===== src/rtl/rst_src_pkg.sv =====
package rst_src_pkg;
  // request / flag index order is also the capture priority (0 wins)
  localparam int SRC_N   = 4;
  localparam int IDX_PIN = 0;
  localparam int IDX_SUP = 1;
  localparam int IDX_MCD = 2;
  localparam int IDX_CMP = 3;

  // bit positions inside the reset-source register
  localparam int POS_PIN = 0;
  localparam int POS_SUP = 1;
  localparam int POS_MCD = 2;
  localparam int POS_CMP = 5;

  // bit positions inside the monitor control register
  localparam int POS_MON_EN = 7;
  localparam int POS_STAT   = 6;

  typedef struct packed {
    logic             capture;
    logic [SRC_N-1:0] winner;
  } rstStrobe_t;
endpackage


===== src/rtl/rst_src_ctrl.sv =====
module rst_src_ctrl
  import rst_src_pkg::*;
#(
  parameter int HOLD_CYCLES = 16
) (
  input  logic             clk,
  input  logic             porN,
  input  logic [SRC_N-1:0] srcReq,
  output rstStrobe_t       strobe,
  output logic             sysRst
);
  localparam int CNT_W = $clog2(HOLD_CYCLES + 1);
  localparam logic [CNT_W-1:0] HOLD_LOAD = CNT_W'(HOLD_CYCLES);

  logic             inReset;
  logic [CNT_W-1:0] holdCnt;
  logic             anyReq;
  logic [SRC_N-1:0] winner;

  assign anyReq = |srcReq;

  // fixed priority: lowest index wins
  always_comb begin
    winner = '0;
    for (int i = SRC_N - 1; i >= 0; i--) begin
      if (srcReq[i]) winner = SRC_N'(1) << i;
    end
  end

  always_ff @(posedge clk or negedge porN) begin
    if (!porN) begin
      inReset <= 1'b1;
      holdCnt <= HOLD_LOAD;
    end else if (anyReq) begin
      inReset <= 1'b1;
      holdCnt <= HOLD_LOAD;
    end else if (holdCnt != '0) begin
      holdCnt <= holdCnt - 1'b1;
      if (holdCnt == CNT_W'(1)) inReset <= 1'b0;
    end
  end

  assign strobe.capture = anyReq && !inReset;
  assign strobe.winner  = winner;
  assign sysRst         = inReset;
endmodule


===== src/rtl/rst_src_regs.sv =====
module rst_src_regs
  import rst_src_pkg::*;
#(
  parameter int              ADDR_W   = 8,
  parameter int              DATA_W   = 8,
  parameter logic [ADDR_W-1:0] SRC_ADDR = 'hEF,
  parameter logic [ADDR_W-1:0] MON_ADDR = 'hFF
) (
  input  logic              clk,
  input  logic              porN,
  input  rstStrobe_t        strobe,
  input  logic              sysRst,
  input  logic              extRstN,
  input  logic              supplyLow,
  input  logic              cmpOut,
  input  logic              clkMissing,
  input  logic [ADDR_W-1:0] regAddr,
  input  logic              regWe,
  input  logic [DATA_W-1:0] regWdata,
  output logic [DATA_W-1:0] regRdata,
  output logic [SRC_N-1:0]  srcReq,
  output logic [SRC_N-1:0]  srcFlags
);
  logic monEn, supSel, mcdEn, cmpEn;
  logic wrSrc, wrMon;

  assign wrSrc = regWe && !sysRst && (regAddr == SRC_ADDR);
  assign wrMon = regWe && !sysRst && (regAddr == MON_ADDR);

  assign srcReq[IDX_PIN] = !extRstN;
  assign srcReq[IDX_SUP] = supplyLow && monEn && supSel;
  assign srcReq[IDX_MCD] = clkMissing && mcdEn;
  assign srcReq[IDX_CMP] = !cmpOut && cmpEn;

  always_ff @(posedge clk or negedge porN) begin
    if (!porN) begin
      monEn  <= 1'b1;
      supSel <= 1'b0;
      mcdEn  <= 1'b0;
      cmpEn  <= 1'b0;
    end else begin
      if (wrMon) monEn <= regWdata[POS_MON_EN];
      if (wrSrc) begin
        supSel <= regWdata[POS_SUP];
        mcdEn  <= regWdata[POS_MCD];
        cmpEn  <= regWdata[POS_CMP];
      end
    end
  end

  always_ff @(posedge clk or negedge porN) begin
    if (!porN)               srcFlags <= SRC_N'(1) << IDX_SUP;
    else if (strobe.capture) srcFlags <= strobe.winner;
  end

  always_comb begin
    regRdata = '0;
    if (regAddr == SRC_ADDR) begin
      regRdata[POS_PIN] = srcFlags[IDX_PIN];
      regRdata[POS_SUP] = srcFlags[IDX_SUP];
      regRdata[POS_MCD] = srcFlags[IDX_MCD];
      regRdata[POS_CMP] = srcFlags[IDX_CMP];
    end else if (regAddr == MON_ADDR) begin
      regRdata[POS_MON_EN] = monEn;
      regRdata[POS_STAT]   = !supplyLow;
    end
  end
endmodule


===== src/rtl/reset_source_ctrl.sv =====
module reset_source_ctrl
  import rst_src_pkg::*;
#(
  parameter int HOLD_CYCLES = 16,
  parameter int ADDR_W      = 8,
  parameter int DATA_W      = 8
) (
  input  logic              clk,
  input  logic              porN,
  input  logic              extRstN,
  input  logic              supplyLow,
  input  logic              cmpOut,
  input  logic              clkMissing,
  input  logic [ADDR_W-1:0] regAddr,
  input  logic              regWe,
  input  logic [DATA_W-1:0] regWdata,
  output logic [DATA_W-1:0] regRdata,
  output logic              sysRst
);
  rstStrobe_t       strobe;
  logic [SRC_N-1:0] srcReq;
  logic [SRC_N-1:0] srcFlags;

  rst_src_ctrl #(.HOLD_CYCLES(HOLD_CYCLES)) u_ctrl (
    .clk    (clk),
    .porN   (porN),
    .srcReq (srcReq),
    .strobe (strobe),
    .sysRst (sysRst)
  );

  rst_src_regs #(
    .ADDR_W  (ADDR_W),
    .DATA_W  (DATA_W),
    .SRC_ADDR(ADDR_W'('hEF)),
    .MON_ADDR(ADDR_W'('hFF))
  ) u_regs (
    .clk       (clk),
    .porN      (porN),
    .strobe    (strobe),
    .sysRst    (sysRst),
    .extRstN   (extRstN),
    .supplyLow (supplyLow),
    .cmpOut    (cmpOut),
    .clkMissing(clkMissing),
    .regAddr   (regAddr),
    .regWe     (regWe),
    .regWdata  (regWdata),
    .regRdata  (regRdata),
    .srcReq    (srcReq),
    .srcFlags  (srcFlags)
  );
endmodule


===== config.mk =====
export PLATFORM = sky130hd
export DESIGN_NAME = reset_source_ctrl
export DESIGN_NICKNAME = d
export VERILOG_FILES = /design/src/rtl/rst_src_pkg.sv /design/src/rtl/rst_src_ctrl.sv /design/src/rtl/rst_src_regs.sv /design/src/rtl/reset_source_ctrl.sv
export SDC_FILE = /design/constraint.sdc
export NUM_CORES = 1
export LEC_CHECK = 0
export ABC_AREA = 1
export ABC_CLOCK_PERIOD_IN_PS = 3100
export BUFFER_PORTS_ARGS = -buffer_cell sky130_fd_sc_hd__buf_2
export CORE_MARGIN = 2
export CORE_UTILIZATION = 50
export CTS_CLUSTER_DIAMETER = 30
export CTS_CLUSTER_SIZE = 28
export DETAILED_ROUTE_END_ITERATION = 16
export MAX_ROUTING_LAYER = met4
export PLACE_DENSITY = 0.82
export SLEW_MARGIN = 30
export SYNTH_ARGS = -nofsm -noshare
export SYNTH_HDL_FRONTEND = slang
export SYNTH_SLANG_ARGS = --single-unit

===== constraint.sdc =====
create_clock -name clk -period 3.1 [get_ports clk]
set_clock_uncertainty 0.1 [all_clocks]
set_input_delay 0.775 -clock clk [delete_from_list [all_inputs] [get_ports clk]]
set_output_delay 0.775 -clock clk [all_outputs]
set_load 0.02 [all_outputs]

# [Word-level counts from Yosys, hierarchy flattened]
# Cells that the tools add are included.
[op_classes] reduce_logical=17 n_eq_ne=3 addsub=1 mux=13
[op_table] operator="8-bit equality test, second input constant" count=2
[op_table] operator="4-bit 2-to-1 mux" count=4
[op_table] operator="5-bit 2-to-1 mux" count=2
[op_table] operator="1-bit logical AND" count=8
[op_table] operator="5-bit by 1-bit equality test with 1-bit output, second input constant" count=1
[op_table] operator="5-bit nonzero test" count=1
[op_table] operator="5-bit by 1-bit subtractor with 5-bit output, second input constant" count=1
[op_table] operator="1-bit zero test" count=4
[op_table] operator="1-bit 2-to-1 mux" count=4
[op_table] operator="2-bit 2-to-1 mux" count=2
[op_table] operator="2-bit nonzero test" count=2
[op_table] operator="4-bit OR reduction" count=1
[op_table] operator="3-bit 2-to-1 mux" count=1
[op_table] operator="2-bit AND reduction" count=1
[totals] reg_bits=14 output_inout_bits=9 input_bits=23 elab_cells=41

# [Longest topological paths before layout]
[logic_depth] ltp_word=6 mapped_depth=9 depth_no_buf=9

# [Cells and area by module]
# From an unflattened synthesis, not the netlist that was laid out.
[hier_totals] hier_cells=118 hier_area_um2=882.1
[modules_own_cells] module="rst_src_regs" n_inst=1 cells_per_inst=64 area_each_um2=481.7 seq_area_each_um2=202.7
[modules_own_cells] module="rst_src_ctrl" n_inst=1 cells_per_inst=54 area_each_um2=400.4 seq_area_each_um2=152.6

# [Worst setup path before layout]
# OpenSTA, ideal clock, no wires.
[synth_path] path_type="in2out" startpoint="in regAddr[6]" endpoint="out regRdata[0]" required_time_ps=2225 setup_slack_ps=781 arrival_time_ps=1444 stages=4 path_cell_list="nand2_1 nor3_4 nand2_1 nor2_1"
[synth_between] elab_chain_cells=2
[synth_rtl] element="from (decl)" line_no="reset_source_ctrl.sv:14" source="input logic [ADDR_W-1:0] regAddr,"
[synth_rtl] element="8-bit equality test" line_no="rst_src_regs.sv:58" source="if (regAddr == SRC_ADDR) begin"
[synth_rtl] element="3-bit 2-to-1 mux" line_no="rst_src_regs.sv:58"
[synth_rtl] element="to (decl)" line_no="reset_source_ctrl.sv:17" source="output logic [DATA_W-1:0] regRdata,"
# Every way passes these cells.

# [Worst setup path after layout]
[layout_path] startpoint="in regAddr[4]" endpoint="out regRdata[2]"
# The elaborated chain is that of the path after synthesis.

==> out/metrics.cfg <==
[outcome]
status = complete, no violations

[timing]
slew_viol_final = 0
setup_violations = 0
fin_tns_setup_ns = 0
hold_violations = 0
period_share_pct = 79.6
period_minus_slack_ns = 2.47
grt_setup_unrepaired = no
max_freq_ghz = 0.405
hold_ws_ns = 0.273

[job]
max_cap_viol_count = 0

[setup_path]
crit_type = in -> out
path_buf_inv = 2
cpMostUsedCell = buf_2
start_kind = input pin
critPathSlowestCell = nor3_4
crit_family = simple AND/OR/NAND/NOR gates
slowest_delay_ns = 0.25
required_ns = 2.22
arrival_ns = 1.59
worstPathCellList = buf_2, nor3_4, nand2_1, nor2_1, buf_2
endpoint_kind = output pin
path_max_fanout = 5

[floorplanning]
start_util_pct = 53.3
die_y_um = 44.1
pin_count = 32
die_w_um = 44.1
dieArea_um2 = 1940
fp-row-count = 14
coreArea_um2 = 1510

[power]
p_sw_uw = 189
switching_share_pct = 35.6
comb_power_share_pct = 32.0
clkPwrFrac_pct = 20.1
ir_drop_v = 0.000277
powerDensity_nw_per_um2 = 552
power_leakage_nw = 0.549
intPower_uw = 342
power_frac_seq_pct = 47.9

[route]
drc = 0
vias = 737
dr.pass1.iters = 4
maxUsedRoutingLayer = met4
met1_length_um = 629
drt_wl_total_um = 1540
antenna_left = 0
met2_wirelength_um = 837
met3_length_um = 61
wl_per_cell_um = 10.1
drtIter0Drc = 10
via_per_inst = 4.82

[layout]
diodes = 0
postLayoutCellArea_um2 = 963
area_growth_pct = 19.9
nets = 163
utilization_pct = 64.0
drive_gt1_share_pct = 27.7
fill_cells = 147
final_cell_mix = nand2_1, buf_2, inv_1
mostFrequentLayoutCell = nand2_1

[clock_network]
cts_resized = 0
clock-sinks = 14
h-tree-depth = 1
clk_pin_slew_ns = 0.08
cts_tree = yes
clk_latency_ns = 0.27
cts_root_buffer = clkbuf_4
post_cts_buffers = 0
cts_buffer_depth = 2
cts_hold_buf = 0
cts-buffers-inserted = 3

[global_routing]
grt_pass1_wl_um = 2580
grt_overflow = 0
grt_pass1_vias = 639
antenna_found_initial = 0
groute.usage.overall_pct = 18.7
grt_max_degree = 15

[min_path]
hold_path_class = in -> async

[yosys]
yosysWarnings = 0
synth_cells = 109
synth_area_leader_cell = dfrtp_1
synthTopCellsByArea = dfrtp_1, nand2_1, dfstp_2
avgSynthCellArea_um2 = 7.37
synth_seq_cells = 14
syn_area_um2 = 803
synth_top_area_share_pct = 31.2
synth_cell_types = 22
synth_seq_area_share_pct = 44.2

[placement]
gp_congestion = 0.796
dpl_cell_area_um2 = 937
port_buffers = 25
dp_hpwl_um = 1280

==> flip-flops by register name (all words and copies together), names as in the netlist <==
signal	count
u_regs.monEn	1
u_ctrl.holdCnt	5
u_regs.supSel	1
u_regs.mcdEn	1
u_ctrl.sysRst	1
u_regs.cmpEn	1
u_regs.srcFlags	4
==> worst paths after layout <==
kind | start | to | slack, ns | cells after the start
worst max-delay path | regAddr[4] | regRdata[2] | 0.63 | 5
worst min-delay path | porN | u_ctrl.holdCnt[3] | 0.27 | 1
worst max register to register | u_ctrl.holdCnt[0] | u_ctrl.holdCnt[1] | 1.66 | 9
worst min register to register | u_regs.srcFlags[1] | u_regs.srcFlags[1] | 0.37 | 2
max in group asynchronous | porN | u_regs.monEn | 2.34 | 1
min in group clk | u_regs.srcFlags[1] | u_regs.srcFlags[1] | 0.37 | 2
==> synthesized netlist by cell type <==
cell / number
nor3_4: 1
nand4_1: 3
nor2_2: 2
nor3_1: 2
nor2_4: 1
nand2_1: 33
or2_2: 1
o31ai_1: 1
nor2_1: 13
dfstp_2: 4
buf_4: 2
inv_1: 19
nand3_1: 5
ha_1: 2
nand3b_1: 1
a21oi_1: 2
conb_1: 1
o21ai_0: 3
o21bai_1: 1
dfrtp_1: 10
xor2_1: 1
inv_2: 1
==> logic make-up (layout without fill, tap and decap cells) <==
family                   after synthesis  count (layout)  synth area share (%)
adder cells (fa/ha/maj)                2               2                  3.11
AND/OR/NAND/NOR                       62              62                  34.9
XOR/XNOR                               1               1                  1.09
flip-flops                            14              14                  44.2
AO/OA/AOI/OAI                          7               7                  4.98
other                                  1               2                 0.467
buffers and inverters                 22              49                  11.2
==> cell type report <==
type | instances | area (um2) | area share (%)
Inverter | 20 | 75.1 | 7.79
Clock buffer | 4 | 26.3 | 2.73
Multi-Input combinational cell | 74 | 362 | 37.5
Sequential cell | 14 | 355 | 36.9
Timing Repair Buffer | 25 | 125 | 13.0
Tap cell | 16 | 20.0 | 2.08
==> worst reg2reg max path, cell delays in order (launching register included) <==
cell and delay [ns]:
dfrtp_1 0.41, inv_1 0.10, ha_1 0.17, inv_1 0.07, nor2_1 0.12, nand2_1 0.13
nand2_1 0.08, o21ai_0 0.07, nand2_1 0.06, inv_1 0.03
==> power by group through the flow <==
stage	logic (mW)	clock network, mW	registers, mW
after floorplan	0.131	0	0.252
after global placement	0.162	0	0.256
after detailed placement	0.169	0	0.258
after CTS	0.171	0.114	0.255
after global routing	0.198	0.121	0.261
final	0.170	0.107	0.255
==> stage by stage <==
stage | power, mW | cells | setup slack (ns)
floorplan | 0.383 | 110 | 0.781
global placement | 0.418 | 149 | 0.659
detailed placement | 0.427 | 149 | 0.620
CTS | 0.539 | 153 | 0.622
global route | 0.580 | 153 | 0.534
finish | 0.531 | 153 | 0.633
==> layer usage <==
layer | vias up | global-route usage [%]
met3 | 2 | 3.67
met2 | 16 | 32.4
met4 | 0 | 7.27
met5 | - | -
met1 | 337 | 21.2
li1 | 382 | -
(Power assumes the default switching activity.)
